==> src/rtl/clk_sw_pkg.sv <==
package clk_sw_pkg;

   typedef enum logic [1:0] {
      HS_SLOW    = 2'd0,
      HS_TO_FAST = 2'd1,
      HS_FAST    = 2'd2,
      HS_TO_SLOW = 2'd3
   } hand_state_t;

endpackage

==> src/rtl/rate_divider.sv <==
module rate_divider #(
   parameter int LOG_A = 2,
   parameter int LOG_B = 3
) (
   input  logic fast_clk,
   input  logic rst,
   input  logic div_sel,
   output logic slow_q
);
   localparam int CW = (LOG_A > LOG_B) ? LOG_A : LOG_B;

   generate
      if (LOG_A < 1 || LOG_B < 1) begin : g_bad_log
         $error("rate_divider: divisor exponents must be at least 1");
      end
      if (LOG_A == LOG_B) begin : g_same_log
         $error("rate_divider: the two divisors must differ");
      end
   endgenerate

   logic [CW-1:0] cnt;
   logic [CW-1:0] cnt_n;
   logic          sel_q;
   logic          sel_n;
   logic          wrap;

   assign cnt_n = cnt + 1'b1;
   assign wrap  = (cnt == {CW{1'b1}});
   assign sel_n = wrap ? div_sel : sel_q;

   always_ff @(posedge fast_clk or posedge rst) begin
      if (rst) begin
         cnt    <= '0;
         sel_q  <= 1'b0;
         slow_q <= 1'b0;
      end else begin
         cnt    <= cnt_n;
         sel_q  <= sel_n;
         slow_q <= sel_n ? cnt_n[LOG_B-1] : cnt_n[LOG_A-1];
      end
   end
endmodule

==> src/rtl/speed_decode.sv <==
module speed_decode #(
   parameter int ADDR_W = 24
) (
   input  logic              fast_clk,
   input  logic              rst,
   input  logic              addr_strobe,
   input  logic [ADDR_W-1:0] addr,
   input  logic              mem_cycle,
   input  logic              intr_ack,
   input  logic [ADDR_W-1:0] win_base,
   input  logic [ADDR_W-1:0] win_mask,
   output logic              want_fast
);
   generate
      if (ADDR_W < 2) begin : g_bad_aw
         $error("speed_decode: address width too small");
      end
   endgenerate

   logic in_window;
   logic pick_fast;

   assign in_window = ((addr ^ win_base) & win_mask) == '0;
   assign pick_fast = mem_cycle & ~intr_ack & ~in_window;

   always_ff @(posedge fast_clk or posedge rst) begin
      if (rst)
         want_fast <= 1'b0;
      else if (addr_strobe)
         want_fast <= pick_fast;
   end
endmodule

==> src/rtl/clk_handover.sv <==
module clk_handover
   import clk_sw_pkg::*;
(
   input  logic fast_clk,
   input  logic rst,
   input  logic want_fast,
   input  logic slow_q,
   output logic en_fast,
   output logic en_slow,
   output logic cpu_clk,
   output logic fast_active
);
   hand_state_t st;
   logic        want_q;

   always_ff @(negedge fast_clk or posedge rst) begin
      if (rst) begin
         want_q  <= 1'b0;
         st      <= HS_TO_SLOW;
         en_fast <= 1'b0;
         en_slow <= 1'b0;
      end else begin
         want_q <= want_fast;
         case (st)
            HS_SLOW: begin
               if (want_q && !slow_q) begin
                  en_slow <= 1'b0;
                  st      <= HS_TO_FAST;
               end
            end
            HS_TO_FAST: begin
               en_fast <= 1'b1;
               st      <= HS_FAST;
            end
            HS_FAST: begin
               if (!want_q) begin
                  en_fast <= 1'b0;
                  st      <= HS_TO_SLOW;
               end
            end
            default: begin
               if (!slow_q) begin
                  en_slow <= 1'b1;
                  st      <= HS_SLOW;
               end
            end
         endcase
      end
   end

   assign cpu_clk     = (fast_clk & en_fast) | (slow_q & en_slow);
   assign fast_active = (st == HS_FAST);
endmodule

==> src/rtl/cpu_clk_switch.sv <==
module cpu_clk_switch #(
   parameter int ADDR_W = 24,
   parameter int LOG_A  = 2,
   parameter int LOG_B  = 3
) (
   input  logic              fast_clk,
   input  logic              rst,
   input  logic              addr_strobe,
   input  logic [ADDR_W-1:0] addr,
   input  logic              mem_cycle,
   input  logic              intr_ack,
   input  logic [ADDR_W-1:0] win_base,
   input  logic [ADDR_W-1:0] win_mask,
   input  logic              div_sel,
   output logic              cpu_clk,
   output logic              fast_active
);
   logic want_fast;
   logic slow_q;
   logic en_fast;
   logic en_slow;

   speed_decode #(.ADDR_W(ADDR_W)) u_dec (
      .fast_clk    (fast_clk),
      .rst         (rst),
      .addr_strobe (addr_strobe),
      .addr        (addr),
      .mem_cycle   (mem_cycle),
      .intr_ack    (intr_ack),
      .win_base    (win_base),
      .win_mask    (win_mask),
      .want_fast   (want_fast)
   );

   rate_divider #(.LOG_A(LOG_A), .LOG_B(LOG_B)) u_div (
      .fast_clk (fast_clk),
      .rst      (rst),
      .div_sel  (div_sel),
      .slow_q   (slow_q)
   );

   clk_handover u_hand (
      .fast_clk    (fast_clk),
      .rst         (rst),
      .want_fast   (want_fast),
      .slow_q      (slow_q),
      .en_fast     (en_fast),
      .en_slow     (en_slow),
      .cpu_clk     (cpu_clk),
      .fast_active (fast_active)
   );
endmodule

==> config.mk <==
export PLATFORM = sky130hd
export DESIGN_NAME = cpu_clk_switch
export DESIGN_NICKNAME = d
export VERILOG_FILES = /design/src/rtl/clk_sw_pkg.sv /design/src/rtl/rate_divider.sv /design/src/rtl/speed_decode.sv /design/src/rtl/clk_handover.sv /design/src/rtl/cpu_clk_switch.sv
export SDC_FILE = /design/constraint.sdc
export NUM_CORES = 1
export LEC_CHECK = 0
export ABC_AREA = 0
export BUFFER_PORTS_ARGS = -buffer_cell sky130_fd_sc_hd__buf_2
export CAP_MARGIN = 25
export CORE_MARGIN = 1
export CORE_UTILIZATION = 40
export CTS_BUF_LIST = sky130_fd_sc_hd__clkbuf_4 sky130_fd_sc_hd__clkbuf_8
export DETAILED_ROUTE_END_ITERATION = 8
export PLACE_DENSITY = 0.9
export SLEW_MARGIN = 20
export SYNTH_ARGS = -nofsm -noshare
export SYNTH_HDL_FRONTEND = slang
export SYNTH_SLANG_ARGS = --single-unit
==> constraint.sdc <==
create_clock -name fast_clk -period 2.65 [get_ports fast_clk]
set_input_delay 0 -clock fast_clk [delete_from_list [all_inputs] [get_ports fast_clk]]
set_output_delay 0 -clock fast_clk [all_outputs]
set_load 0.05 [all_outputs]
==> reports/metrics.yaml, run 1 <==
sta:
  fin_ws_ns: 0.006153
  clock-skew-final_ns: 0.06545
  hold_viol_final: 0
  grt_setup_unrepaired: "yes"
  slew_violations: 0
  final_setup_violation_count: 0
  slew_headroom: 0.7350
  worst-slew-pin-transition_ns: 0.3971
drt:
  antenna_violating_nets_post_route: 0
  drt-wirelength-per-cell_um: 12.09
  via_count_of_the_routed_design: 981
  wl_mm: 2.405
  detailedRoute.firstIterationViolations: 12
  drc: 0
  firstDrtPassIters: 4
  via_per_inst: 4.930
critical_path:
  timing.critical_path.fanout_max: 3
  startpoint_type: "flip-flop"
  crit_path_cell_trace: "inv_2 -> ha_4 -> buf_8"
  end_kind: "primary output"
  worst-endpoint-arrival_ns: 2.64
  slowest_stage: "sky130_fd_sc_hd__dfstp_2"
  timing_worst_setup_path_type: "reg2out"
  critical_path.max_stage_delay_ns: 0.53
  required_ns: 2.65
floorplanning:
  initial_utilization: 0.4474
  boundaryPins: 80
  die_h_um: 47.13
  die_area_um2: 2221
  die_x_um: 47.13
  placeable_area_um2: 1821
  placement_rows: 15
clock_tree:
  worst_skew_pair.late_latency_ns: 0.44
  tritoncts: "built"
  cts.clk_slew.worst_paths_ns: 0.07
global_route:
  grt_pass1_vias: 1045
  grt_pass1_wl_mm: 3.705
  largest_net_degree_at_the_start_of_global_routing: 12
  grt_use_total: 0.2488
  grt_overflow_total: 0
  antenna_violations_before_repair: 0
power:
  irDropWorstVdd_mv: 0.5161
  report.power.total_w: 0.0008575
  total_leakage_power_nw: 0.7740
  pwr_density_cell_nw_per_um2: 619.6
yosys:
  synth.distinct_cells: 20
  synth_enable_flop_cells: 0
  synth_largest_area_cell: "sky130_fd_sc_hd__xor2_1"
  synthesis.yosys.warnings: 0
  mappedNetlistArea_um2: 814.5
  synthesis.area_per_instance_um2: 10.06
  ys_async_sr_fraction: 1.000
  primary_ff_master_synth: "sky130_fd_sc_hd__dfrtp_1"
  yosys.area.top_type_share: 0.2581
  synthTopCellsByCount: "sky130_fd_sc_hd__xor2_1, sky130_fd_sc_hd__a22oi_1, sky130_fd_sc_hd__dfrtp_1, sky130_fd_sc_hd__inv_1, sky130_fd_sc_hd__o21ai_0"
  post_synthesis_cell_count: 81
  synth_sequential_area_ratio: 0.3410
  synth.ff_latch_count: 11
  synthTopCellsByArea: "sky130_fd_sc_hd__xor2_1, sky130_fd_sc_hd__dfrtp_1, sky130_fd_sc_hd__dfrtn_1"
  mapped_nets: 164
  synth_most_common_cell: "sky130_fd_sc_hd__xor2_1"
min_path:
  min-delay-path-class: "in2async"
place:
  gp_congestion: 0.7132
  place_worst_setup_slack_ns: 0.02588
  post-dp-hpwl_mm: 2.070
  port_buffers: 79
layout:
  final_core_utilization: 0.7601
  drive_gt1_frac: 0.5460
  final_net_count: 258
  layout.filler_cells: 141
  flow.area_growth_from_synthesis_pct: 69.89
  insertedDiodeCount: 0
run:
  max_cap_violations: 0
outcome:
  run_status: "finished, final reports clean"
registers in the layout, summed over array words and instances (netlist names):
signal           cells
u_hand.en_fast       1
u_div.slow_q         1
u_dec.want_fast      1
u_hand.en_slow       1
u_div.sel_q          1
u_div.cnt            3
u_hand.st            2
u_hand.want_q        1
report_power, final:
group,total [W],switching (W),internal (W)
sequential,0.000237,0.0000214,0.000216
combinational,0.000346,0.000177,0.000169
clock,0.000274,0.000133,0.000141
total,0.000857,0.000332,0.000526
path summary, 6_finish.rpt:
| check | from | end | slack [ns] | cells after the start |
|---|---|---|---|---|
| worst max-delay path | u_hand.st[0] | fast_active | 0.006 | 3 |
| worst min-delay path | rst | u_div.cnt[0] | 0.15 | 3 |
| worst max register to register | u_div.slow_q | u_hand.st[0] | 0.18 | 4 |
| worst min register to register | u_hand.en_slow | u_hand.en_slow | 0.43 | 2 |
| max in group asynchronous | rst | u_hand.st[0] | 0.91 | 3 |
| min in group fast_clk | div_sel | u_div.sel_q | 0.43 | 3 |
critical path, delay by kind of cell (launching register included):
family	cells	cell delay, ns
buf+inv	2	0.19
flops	1	0.53
fa+ha+maj	1	0.16
kinds of logic (layout without fill, tap and decap cells):
kind of cell | Yosys count | after routing | share of synthesized area
buffers and inverters | 6 | 99 | 0.02765
adder cells (fa/ha/maj) | 5 | 5 | 0.07680
XOR/XNOR | 24 | 24 | 0.2581
AO/OA/AOI/OAI | 21 | 21 | 0.1936
flip-flops | 11 | 11 | 0.3410
multiplexers | 2 | 2 | 0.02765
AND/OR/NAND/NOR | 12 | 12 | 0.07527
per-stage QoR:
step,TNS [ns],cell area [um2],cells,hold WS [ns]
finish,0,1384,199,0.1473
global route,-0.04128,1384,199,0.2030
CTS,-0.006563,1378,199,0.1562
detailed placement,0,1241,185,0.003766
global placement,0,1241,185,-0.007174
floorplan,0,814.5,81,-0.1490
metal layers:
| metal | up-vias | part of all wire | track usage |
|---|---|---|---|
| li1 | 476 | - | - |
| met1 | 446 | 0.32 | 0.1957 |
| met2 | 53 | 0.60 | 0.4889 |
| met3 | 6 | 0.059 | 0.05769 |
| met4 | 0 | 0.022 | 0.2229 |
| met5 | - | 0 | 0 |
cell usage in the layout, fill, tap and decap left out, drive strengths merged:
master        n
nand2b        2
inv           7
dfrtp         6
buf          80
nor3b         1
a22o          2
o21ai         6
o31ai         1
dlygate4sd3   5
a22oi         8
ha            5
dfstp         2
nand4         3
dfrtn         3
xor2         24
o31a          1
mux2          2
a221oi        2
nor2          1
nand2         5
a222oi        1
clkbuf        7
cell type report:
type	instances	area, um2	share of cell area
repair buffers	84	457.9	0.3309
clock inverters	2	7.507	0.005425
flip-flops and latches	11	277.8	0.2007
well taps	25	31.28	0.02260
inverters	5	18.77	0.01356
clock buffers	8	57.56	0.04159
multi-input cells	64	533.0	0.3852
timing repair:
action,CTS,global route
hold buffers,5,0
endpoints found under the hold margin,8,0
endpoints found under the setup margin,1,3
resized for setup,6,1
buffers inserted,1,0
pin swaps,1,0
(Power assumes the default switching activity.)
==> run 2: changes to the inputs <==
ABC_AREA = 1   (was 0)
PLACE_DENSITY = 0.83   (was 0.9)
==> reports/metrics.yaml, run 2 <==
critical_path:
  end_kind: "primary output"
  startpoint_type: "flip-flop"
  worst_r2r_endpoint: "u_hand.st[1]"
  timing.reg2reg.worst_path_depth: 5
  timing_worst_setup_path_type: "reg2out"
  worst-endpoint-arrival_ns: 2.65
  critPathLaunch: "u_hand.st[0]"
  reg2reg_from: "u_div.slow_q"
  critical_path.endpoint: "fast_active"
  timing.critical_path.fanout_max: 2
  critical_path.max_stage_delay_ns: 0.53
  crit_path_cell_trace: "inv_2 -> ha_4 -> buf_8"
  timing.reg2reg.setup_slack_ns: 0.39
  required_ns: 2.65
  slowest_stage: "sky130_fd_sc_hd__dfstp_2"
sta:
  hold_viol_final: 0
  grt_setup_unrepaired: "yes"
  clock-skew-final_ns: 0.07108
  slew_violations: 0
  worst-slew-pin-transition_ns: 0.3959
  hold_slack_ns: 0.1482
  slew_headroom: 0.7358
  setup_tns_ns: 0
  final_setup_violation_count: 0
  fin_ws_ns: 0.002003
yosys:
  synthTopCellsByArea: "sky130_fd_sc_hd__nand2_1, sky130_fd_sc_hd__dfrtp_1, sky130_fd_sc_hd__inv_1"
  mapped_nets: 266
  primary_ff_master_synth: "sky130_fd_sc_hd__dfrtp_1"
  synth_sequential_area_ratio: 0.2717
  post_synthesis_cell_count: 183
  synthesis.yosys.warnings: 0
  synthesis.area_per_instance_um2: 5.586
  synth_most_common_cell: "sky130_fd_sc_hd__nand2_1"
  ys_async_sr_fraction: 1.000
  synthTopCellsByCount: "sky130_fd_sc_hd__nand2_1, sky130_fd_sc_hd__inv_1, sky130_fd_sc_hd__nor2_1, sky130_fd_sc_hd__nand3_1, sky130_fd_sc_hd__dfrtp_1"
  mappedNetlistArea_um2: 1022
  synth.ff_latch_count: 11
  synth_enable_flop_cells: 0
  synth_largest_area_cell: "sky130_fd_sc_hd__nand2_1"
  yosys.area.top_type_share: 0.2570
  synth.distinct_cells: 12
layout:
  largest_register_ffs: 3
  layout.filler_cells: 228
  flow.area_growth_from_synthesis_pct: 55.20
  largest_register: "u_div.cnt"
  final_core_utilization: 0.6843
  biggestRegsByFlops: "u_div.cnt (3), u_hand.st (2)"
  drive_gt1_frac: 0.3406
  final_net_count: 360
  layout_common_cells: "sky130_fd_sc_hd__buf_2, sky130_fd_sc_hd__nand2_1, sky130_fd_sc_hd__inv_1, sky130_fd_sc_hd__nor2_1, sky130_fd_sc_hd__nand3_1"
  most_frequent_standard_cell_in_the_layout_excluding_fill_and_tap_cells: "sky130_fd_sc_hd__buf_2"
  instances_no_fill: 304
  insertedDiodeCount: 0
drt:
  via_count_of_the_routed_design: 1342
  drt-wirelength-per-cell_um: 8.230
  wl_mm: 2.502
  drc: 0
  via_per_inst: 4.414
  firstDrtPassIters: 4
  antenna_violating_nets_post_route: 0
  detailedRoute.firstIterationViolations: 21
global_route:
  grt.met1_usage: 0.2042
  grt.met2_usage: 0.3819
  largest_net_degree_at_the_start_of_global_routing: 12
  grt_pass1_wl_mm: 4.133
  grt_pass1_vias: 1221
  top_usage_layer: "met2"
  groute.layer.met3.usage: 0.04638
  grt_overflow_total: 0
  grt_use_total: 0.2028
  antenna_violations_before_repair: 0
place:
  gp_congestion: 0.7021
  port_buffers: 79
  dpl.cell_count: 290
  post-dp-hpwl_mm: 2.243
  place_worst_setup_slack_ns: 0.3000
floorplanning:
  die_area_um2: 2762
  die_x_um: 52.55
  boundaryPins: 80
  placeable_area_um2: 2318
  die_h_um: 52.55
  placement_rows: 17
  initial_utilization: 0.4409
outcome:
  run_status: "finished, final reports clean"
clock_tree:
  worst_skew_pair.late_latency_ns: 0.45
  cts.clk_slew.worst_paths_ns: 0.07
  tritoncts: "built"
min_path:
  min-delay-path-class: "in2async"
power:
  total_leakage_power_nw: 1.059
  irDropWorstVdd_mv: 0.5659
  pwr_density_cell_nw_per_um2: 560.0
run:
  max_cap_violations: 0
==> run 2: final cells by class <==
type	count	area, um2	share of cell area
Timing Repair Buffer	84	455.4	0.2871
Tap cell	28	35.03	0.02208
Clock buffer	8	57.56	0.03628
Sequential cell	11	277.8	0.1751
Inverter	37	138.9	0.08754
Multi-Input combinational cell	134	614.3	0.3872
Clock inverter	2	7.507	0.004732
==> run 2: metal layers <==
metal  vias to the layer above  part of all wire
met5                         -                 0
met4                         0            0.0044
met3                         2             0.064
met2                        50              0.52
met1                       564              0.41
li1                        726                 -
==> run 2: worst max-delay path: cells and delay by family, from the launching register on <==
family,cells,cell delay (ns)
flops,1,0.53
fa+ha+maj,1,0.16
buf+inv,2,0.19
==> run 2: cell families (layout without fill, tap and decap cells) <==
group           Yosys count  after routing  share of synthesized area
mux                       2              2                    0.02938
fa+ha+maj                 5              5                    0.06120
flops                    11             11                     0.2717
compound gates            7              7                    0.04039
buf+inv                  38            131                     0.1395
simple gates            120            120                     0.4578
==> run 2: timing repair <==
item	in CTS	in global routing
endpoints found under the hold margin	8	0
setup buffers	2	0
pin swaps	1	0
endpoints found under the setup margin	1	1
hold buffers	4	0
gates resized for setup	6	0
==> run 2: worst min-delay path by stage <==
| stage | endpoint | start |
|---|---|---|
| 5_1_grt | u_dec.want_fast | rst |
| 3_3_place_gp | u_div.slow_q | rst |
| 4_1_cts | u_dec.want_fast | rst |
| 2_1_floorplan | u_dec.want_fast | rst |
| 6_report | u_dec.want_fast | rst |
| 3_5_place_dp | u_div.slow_q | rst |
==> run 2: stage by stage <==
step	cell area (um2)	power [W]
4_1_cts	1587	0.0008946
3_5_place_dp	1453	0.0006400
3_3_place_gp	1453	0.0006229
2_1_floorplan	1022	0.0005103
5_1_grt	1587	0.0009681
6_report	1587	0.0008884
==> run 2: where the power goes <==
group | internal (W) | switching [W]
clock | 0.000140 | 0.000135
sequential | 0.000219 | 0.0000262
combinational | 0.000170 | 0.000198
